<file path="config.mk">
export PLATFORM = sky130hd
export DESIGN_NAME = nest_irq_arbiter
export DESIGN_NICKNAME = d
export VERILOG_FILES = /design/src/rtl/nest_irq_arbiter.sv
export SDC_FILE = /design/constraint.sdc
export NUM_CORES = 1
export LEC_CHECK = 0
export BUFFER_PORTS_ARGS = -buffer_cell sky130_fd_sc_hd__buf_2
export CAP_MARGIN = 10
export CORE_MARGIN = 3
export CORE_UTILIZATION = 40
export CTS_CLUSTER_SIZE = 28
export DETAILED_ROUTE_END_ITERATION = 12
export PLACE_DENSITY = 0.69
export SYNTH_ARGS = -nofsm -noshare
export SYNTH_HDL_FRONTEND = slang
export SYNTH_SLANG_ARGS = --single-unit
</file>
<file path="constraint.sdc">
create_clock -name clk -period 10.2 [get_ports clk]
set_input_delay 0 -clock clk [delete_from_list [all_inputs] [get_ports clk]]
set_output_delay 0 -clock clk [all_outputs]
set_load 0.05 [all_outputs]
</file>
<file path="src/rtl/nest_irq_arbiter.sv">
module nest_irq_arbiter #(
  parameter int NVEC     = 10,
  parameter int AW       = 8,
  parameter int VEC_BASE = 3,
  parameter int VEC_STEP = 8
) (
  input  logic              clk,
  input  logic              rst_n,
  input  logic [NVEC-1:0]   vec_req,
  input  logic [NVEC-1:0]   vec_en,
  input  logic [2*NVEC-1:0] vec_lvl,
  input  logic              cpu_ack,
  input  logic              cpu_reti,
  output logic              cpu_irq,
  output logic [AW-1:0]     vec_addr,
  output logic [1:0]        cur_level
);
  localparam int IW    = (NVEC > 1) ? $clog2(NVEC) : 1;
  localparam int DEPTH = 3;
  localparam int DW    = $clog2(DEPTH + 1);

  logic [1:0]    win_lvl;
  logic [IW-1:0] win_idx;
  logic [1:0]    stk [DEPTH];
  logic [DW-1:0] depth;

  always_comb begin
    win_lvl = 2'd0;
    win_idx = '0;
    for (int i = NVEC - 1; i >= 0; i--) begin
      logic [1:0] code, lv;
      code = vec_lvl[2*i +: 2];
      lv   = (code == 2'd0) ? 2'd1 : (code == 2'd1) ? 2'd2 : 2'd3;
      if (vec_req[i] && vec_en[i] && lv >= win_lvl) begin
        win_lvl = lv;
        win_idx = IW'(i);
      end
    end
  end

  assign cpu_irq  = (win_lvl > cur_level);
  assign vec_addr = AW'(VEC_BASE) + AW'(win_idx) * AW'(VEC_STEP);

  wire take = cpu_ack && cpu_irq && !cpu_reti;
  wire back = cpu_reti && (depth != '0);

  always_ff @(posedge clk or negedge rst_n) begin
    if (!rst_n) begin
      cur_level <= 2'd0;
      depth     <= '0;
      for (int k = 0; k < DEPTH; k++) stk[k] <= 2'd0;
    end else if (back) begin
      cur_level <= stk[DW'(depth - 1'b1)];
      depth     <= depth - 1'b1;
    end else if (take) begin
      stk[depth] <= cur_level;
      cur_level  <= win_lvl;
      depth      <= depth + 1'b1;
    end
  end

  a_r4_irq_needs_source: assert property (@(posedge clk) disable iff (!rst_n)
    cpu_irq |-> ((vec_req & vec_en) != '0));
  a_r4_top_never_preempted: assert property (@(posedge clk) disable iff (!rst_n)
    cur_level == 2'd3 |-> !cpu_irq);
  a_r8_level_rises: assert property (@(posedge clk) disable iff (!rst_n)
    (cpu_ack && cpu_irq && !cpu_reti) |=> cur_level > $past(cur_level));
  a_r8_stack_room: assert property (@(posedge clk) disable iff (!rst_n)
    (cpu_ack && cpu_irq) |-> depth < DW'(DEPTH));
  a_r9_level_falls: assert property (@(posedge clk) disable iff (!rst_n)
    (cpu_reti && depth != '0) |=> cur_level < $past(cur_level));
  a_r9_empty_is_base: assert property (@(posedge clk) disable iff (!rst_n)
    depth == '0 |-> cur_level == 2'd0);
  a_r10_idle_ack: assert property (@(posedge clk) disable iff (!rst_n)
    (cpu_ack && !cpu_irq && !cpu_reti) |=> $stable(cur_level));
endmodule

</file>
Word level (Yosys, flattened, before mapping) --
Cells that the tools add are included.
Storage, ports and cells: logic and storage cells 123, latch bits 0, bits of input ports 44, memory bits (writable) 0, ROM bits 0, flip-flop bits (word level) 10, output and inout port bits 11, memories kept 0
Operators by class: muxes and demuxes 50, $add $sub $neg 3, multipliers 0, shifts and indexed selects 0, reduce and logical (&&, ||, !) cells 38, bitwise gates (word level) 3, divide/modulo/power cells 0, order comparisons 14, equality and inequality tests 10
Operators with widths (number):
- 2-bit 2-to-1 mux | 27
- 4-bit 2-to-1 mux | 10
- 1-bit logical AND | 24
- 2-bit by 1-bit equality test with 1-bit output (second input constant) | 10
- 2-bit zero test | 10
- 2-bit greater-or-equal comparator | 9
- 1-bit 2-to-1 mux | 10
- 2-bit by 7-bit adder with 8-bit output (first input constant) | 1
- 6-bit bitwise mux | 1
- 3-bit greater-or-equal comparator (second input constant) | 2
- 2-bit NOT with 3-bit output | 2
- 2-bit binary-select mux with 2-bit select | 1
- 2-bit demux with 2-bit select | 1
- 2-bit nonzero test | 2
- 3-bit by 1-bit less-than comparator with 1-bit output (second input constant) | 1
- 2-bit by 1-bit adder with 2-bit output (second input constant) | 1
- 2-bit by 1-bit greater-or-equal comparator with 1-bit output (second input constant) | 1
- 2-bit > comparator | 1
- 2-bit AND reduction | 1
- 2-bit by 1-bit subtractor with 2-bit output (second input constant) | 1
- 1-bit zero test | 1
- 1-bit NOT | 1

Depth between registers and ports, before layout --
depth in word-level cells 38, depth in mapped cells 66, mapped depth without buffers 66

Worst setup path after synthesis --
No wires, ideal clock.
kind input to register, start input vec_lvl[18], end register cur_level[0], data required time 10075 ps, buffers on the path 0, arrival time 10948 ps, stages 66, library setup time 125 ps, setup slack -874 ps, cells stage by stage nor2b_1 > nor2_1 > ha_1 > nor2b_1 > o21ai_0 > a211o_1 > nand2_1 > ha_1 > nor2b_1 > o21a_1 > o22a_1 > a31oi_4 > ha_1 > inv_1 > a21oi_1 > o21ai_1 > nor2_1 > a21o_1 > [30 not listed] > o21ai_2 > a21oi_2 > nor2_1 > ha_1 > nand2b_1 > a21oi_1 > nand3b_1 > nor2_1 > a21oi_1 > ha_1 > nor2b_1 > o21ai_0 > inv_1 > nand3b_1 > nand2_1 > o22a_1 > o21ai_0 > o21ai_1
Between the ends: cells in the longest elaborated chain, start to end 37, elaborated cells on any way between the ends 40, classes of those cells 11 x order compare; 1 x eq/ne; 14 x mux; 14 x reduce/logical
Ends and longest elaborated chain:
- start, declared | line 11 | input logic [2*NVEC-1:0] vec_lvl,
- 2-bit by 1-bit equality test with 1-bit output | line 33 | lv = (code == 2'd0) ? 2'd1 : (code == 2'd1) ? 2'd2 : 2'd3;
- 1-bit 2-to-1 mux | line 33
- 2-bit 2-to-1 mux (*) | line 33
- 2-bit by 1-bit greater-or-equal comparator with 1-bit output | line 34 | if (vec_req[i] && vec_en[i] && lv >= win_lvl) begin
- 1-bit logical AND | line 34
- 2-bit 2-to-1 mux (*) | line 34
- 2-bit greater-or-equal comparator | line 34
- 1-bit logical AND | line 34
- [21 not listed]
- 2-bit 2-to-1 mux (*) | line 34
- 2-bit greater-or-equal comparator | line 34
- 1-bit logical AND | line 34
- 2-bit 2-to-1 mux (*) | line 34
- 2-bit > comparator (*) | line 41 | assign cpu_irq = (win_lvl > cur_level);
- named net cpu_irq | line 14 | output logic cpu_irq,
- 1-bit logical AND (*) (2 in series) | line 44 | wire take = cpu_ack && cpu_irq && !cpu_reti;
- 2-bit nonzero test (no line) (*)
- end signal, assigned | line 53 | cur_level <= stk[DW'(depth - 1'b1)];
- end signal, assigned | line 57 | cur_level <= win_lvl;
- end, declared | line 16 | output logic [1:0] cur_level
The timed path passes the listed nets; every way through them passes the cells marked *. The select of a mux whose other input is x is not followed. A chain may end at the register's enable or synchronous reset.

Final worst setup path --
start input vec_lvl[19], end register stk[4] in the netlist's numbering
Between the ends: cells in the longest elaborated chain, start to end 37, elaborated cells on any way between the ends 38, classes of those cells 11 x order compare; 1 x eq/ne; 12 x mux; 14 x reduce/logical
Ends and longest elaborated chain:
- 2-bit by 1-bit equality test with 1-bit output | line 33
- 1-bit 2-to-1 mux | line 33
- 2-bit 2-to-1 mux (*) | line 33
- 2-bit by 1-bit greater-or-equal comparator with 1-bit output | line 34
- 1-bit logical AND | line 34
- 2-bit 2-to-1 mux (*) | line 34
- 2-bit greater-or-equal comparator | line 34
- 1-bit logical AND | line 34
- [20 not listed]
- 1-bit logical AND | line 34
- 2-bit 2-to-1 mux (*) | line 34
- 2-bit greater-or-equal comparator | line 34
- 1-bit logical AND | line 34
- 2-bit 2-to-1 mux (*) | line 34
- 2-bit > comparator (*) | line 41
- 1-bit logical AND (*) (2 in series) | line 44
- 2-bit AND reduction (no line) (*)
- end signal, assigned by index | line 56 | stk[depth] <= cur_level;
- end, declared | line 24 | logic [1:0] stk [DEPTH];
Mark *: on every way between the ends. The rest lies on a longest branch, timed or not.

==> out/summary.md <==
The flow ran to the end, but the final reports show violations. The final reports fail on setup timing. The root buffer cell chosen for the clock tree is sky130_fd_sc_hd__clkbuf_8.

Combined area of all synthesized cells: 0.001531 mm². The via count of the first global-routing pass is 1,480, and the reported leakage power is 1.191 nW. The count of cells along the worst register-to-register path was 10. The count of max-cap constraint violations was 0; the share of the core filled with cells was 70.86%. Clock latency on the worst-skew pair, taken at its later pin, is 240 ps.

With fillers left out, the area of the finished cells amounts to 0.002495 mm². The logs give 55 for the count of pins on the block boundary and 0 for the count of endpoints failing hold in the final timing report. The count of nets left with antenna violations once routing finished came out at 0. The tools report the number of sinks driven by the clock tree as 10. The final HPWL from detailed placement came out at 3.187 mm. Based on the critical path, the design can be clocked at up to 98.00 MHz. The run gives 0.004607 mm² as the area of the die. The first detailed-routing pass took 5 iterations.

The setup violation total in the final timing report was 1; the number of input and output port buffers inserted was 50. Counting flops with an async set or reset pin after synthesis yields a share of 100.0%. Global routing used 16.65% of the available tracks. In this design, the stage delay of the slowest critical-path cell is 450 ps.

The top cell type by total area after synthesis was sky130_fd_sc_hd__dfrtp_1. The number of antenna diodes was 0. Setup repair after global routing could not meet its margin everywhere. The tools report the worst clock skew as 2.913 ps. In this run, the number of DRC markers left after iteration 0 of detailed routing was 39. The worst IR drop on VDD came out at 0.08087 mV.

The cell class contributing the biggest share of worst-path delay is compound AO/OA/AOI/OAI gates. The proportion of netlist area held by the largest area contributor came out at 16.34%. The floorplan has 21 rows. The maximum fanout along the worst path is 4. The predominant post-synthesis flop cell was sky130_fd_sc_hd__dfrtp_1. The via total after detailed routing came out at 1,775. TritonCTS built the clock tree. The worst register-to-register path has a setup slack of 8350 ps. The path class of the tightest hold or removal check is in -> async.

The routed length per instance was 11.96 µm; the total placed cells including tap cells was 324. In this run the vertical extent of the chip is 67.88 µm. Critical register-to-register path startpoint: cur_level[1].

By area the synthesized netlist is led by sky130_fd_sc_hd__dfrtp_1 16%, sky130_fd_sc_hd__ha_1 12%, sky130_fd_sc_hd__nand2_1 7.1%, sky130_fd_sc_hd__nor2b_1 6.5%, sky130_fd_sc_hd__nor2_1 4.4%. Initial antenna violation count: 0. The final critical-path required period came out at 10,200 ps. The power per cell area is 167.4 mW/mm². The wire length of the first global-routing pass is 6.106 mm. The number of flops mapped to enable cells by yosys came out at 0. In this run, distinct cell masters in the synthesized netlist total 54. The longest clock path from root to sink contains 2 buffers.

For the share of synthesized area occupied by flip-flops and latches, the log shows 16.34%. The worst register-to-register path ends at cur_level[0]. The sequential cells in the finished layout cover a total of 250.2 µm².

Summed over all layers, the routed wires come to 4.114 mm. The commonest cells after synthesis are 29 x sky130_fd_sc_hd__nand2_1, 18 x sky130_fd_sc_hd__nor2_1, 16 x sky130_fd_sc_hd__nor2b_1. The tools report the cell area after placement as 0.002135 mm².

Type of the worst setup path: in -> reg. The tightest hold path in the finished design has a slack of 147.9 ps. Maximum level of the CTS H-tree: 1. Adding up every negative setup slack in the final design gives -4.343 ps. The number of pins exceeding their max-slew limit in the final report was 0.

The data arrival time of the worst path is 10,320 ps, and the number of nets in the finished design is 358. The most common cell in the synthesized netlist is sky130_fd_sc_hd__nand2_1. The synthesis-to-finish area growth came out at 62.91%. The pin count of the biggest net entering global routing was 11.

STA puts the critical path data required time at 10,310 ps. In the routed design, unresolved DRC markers number 0. After clock tree synthesis, the clock-pin slew on the worst setup and hold paths is 50 ps. In this run, CTS created clock tree buffers numbering 3. After global routing the overflow that remains totals 0. The tools report the type of destination of the critical path as a flip-flop.

In the final layout, the multi-input gates occupy 0.001464 mm². After filler insertion, the fill cell instance count of the layout stands at 293. The final cell count without fillers was 344; the starting utilization of the core area was 43.50%. The total buffers and inverters traversed by the critical path is 3, and the final cycle utilization of the critical path is 100.0%.

After technology mapping, the gate count stands at 200. The most used cell along the critical path is sky130_fd_sc_hd__ha_1. At the end of routability-driven placement, the weighted congestion stood at 0.8064. The fraction of layout cells with a size suffix above 1 is 55.37%, and the core area is 0.003521 mm². The worst setup path is launched from an input pin. After detailed routing, the number of vias per cell comes to 5.160. The per-instance average area after synthesis came out at 7.657 µm².

The critical-path cell with the highest stage delay is sky130_fd_sc_hd__a2111o_1. The worst setup margin is -4.343 ps, and the flop and latch count out of synthesis is 10. The floorplan step set the die width to 67.88 µm.

For this run, the number of Yosys warnings is 0.
registers in the layout, indices dropped and copies added, names as in the netlist:
| signal | count |
|---|---|
| stk | 6 |
| depth | 2 |
| cur_level | 2 |
where the power goes:
part | internal [W] | total, W | leakage [nW] | switching (W)
combinational | 0.000138 | 0.000294 | 1.04 | 0.000156
clock | 0.0000339 | 0.0000492 | 0.0288 | 0.0000153
sequential | 0.0000601 | 0.0000746 | 0.119 | 0.0000145
layout make-up:
| type | instances | area share, % |
|---|---|---|
| inverter | 7 | 1.053 |
| timing repair buffer | 97 | 25.73 |
| tap | 46 | 2.307 |
| clock buffer | 4 | 2.207 |
| multi-input combinational | 180 | 58.68 |
| sequential | 10 | 10.03 |
how the worst max path moves through the flow:
stage,start,end,slack (ps),cells past startpoint
finish,vec_lvl[19],stk[4],-4,65
global placement,vec_lvl[19],stk[4],-180,63
CTS,vec_lvl[19],cur_level[0],30,66
floorplan,vec_lvl[18],cur_level[0],-210,66
detailed placement,vec_lvl[19],stk[4],-350,63
global route,vec_lvl[19],cur_level[0],-670,67
cell families after synthesis:
group | share of synthesized area, %
compound gates | 28.35
xor+xnor | 0.5720
fa+ha+maj | 12.99
buf+inv | 3.922
flops | 16.34
mux | 4.248
other cells | 0.4904
simple gates | 33.09
cells in the final DEF (no fill, tap or decap), types with 3 or more instances in the layout:
cell type	netlist	final
sky130_fd_sc_hd__a21oi_1	11	6
sky130_fd_sc_hd__nor2b_2	0	4
sky130_fd_sc_hd__ha_4	0	3
sky130_fd_sc_hd__nand3_1	8	8
sky130_fd_sc_hd__a21oi_2	2	4
sky130_fd_sc_hd__nor2_2	1	5
sky130_fd_sc_hd__ha_1	15	11
sky130_fd_sc_hd__buf_2	0	46
sky130_fd_sc_hd__a21oi_4	0	3
sky130_fd_sc_hd__o21ai_1	2	7
sky130_fd_sc_hd__o211ai_1	4	4
sky130_fd_sc_hd__nand2b_4	0	3
sky130_fd_sc_hd__nor2b_1	16	9
sky130_fd_sc_hd__clkbuf_8	0	4
sky130_fd_sc_hd__o21ai_2	2	3
sky130_fd_sc_hd__buf_4	4	45
sky130_fd_sc_hd__nand2_1	29	21
sky130_fd_sc_hd__o22a_1	3	3
sky130_fd_sc_hd__mux2_2	4	4
sky130_fd_sc_hd__nor2b_4	0	3
sky130_fd_sc_hd__inv_1	7	5
sky130_fd_sc_hd__nor2_1	18	14
sky130_fd_sc_hd__o21ai_0	11	3
sky130_fd_sc_hd__buf_6	0	3
sky130_fd_sc_hd__nand2_2	1	9
sky130_fd_sc_hd__conb_1	2	4
sky130_fd_sc_hd__nand3b_1	3	3
sky130_fd_sc_hd__dfrtp_1	10	10
worst reg2reg max path, stage by stage (launching register included):
cell and delay [ps]:
sky130_fd_sc_hd__dfrtp_1 390, sky130_fd_sc_hd__inv_1 170, sky130_fd_sc_hd__ha_4 240, sky130_fd_sc_hd__nor2b_4 130, sky130_fd_sc_hd__o21ai_4 160, sky130_fd_sc_hd__inv_2 50
sky130_fd_sc_hd__nand3b_1 140, sky130_fd_sc_hd__nand2_2 90, sky130_fd_sc_hd__o22a_1 230, sky130_fd_sc_hd__nand3_1 80, sky130_fd_sc_hd__o21ai_1 60
layer usage:
layer  wire length (µm)  share of wire, %  track usage (%)
met1               1829                44            23.45
met2               2073                50            28.19
met3                211               5.1            3.120
met4                  0                 0                0
met5                  0                 0                0
repair_timing:
action / CTS / global route
resized for setup: 2 / 45
hold buffers: 1 / 0
buffers inserted: 0 / 15
endpoints found under the setup margin: 4 / 12
endpoints found under the hold margin: 10 / 0
pin swaps: 0 / 31
through the flow:
| step | worst slack (ps) | total power (W) |
|---|---|---|
| floorplan | -213.8 | 0.0002368 |
| global placement | -178.2 | 0.0003013 |
| detailed placement | -351.3 | 0.0003061 |
| CTS | 31.61 | 0.0003573 |
| global route | -665.1 | 0.0004513 |
| finish | -4.343 | 0.0004176 |
(Power assumes the default switching activity.)
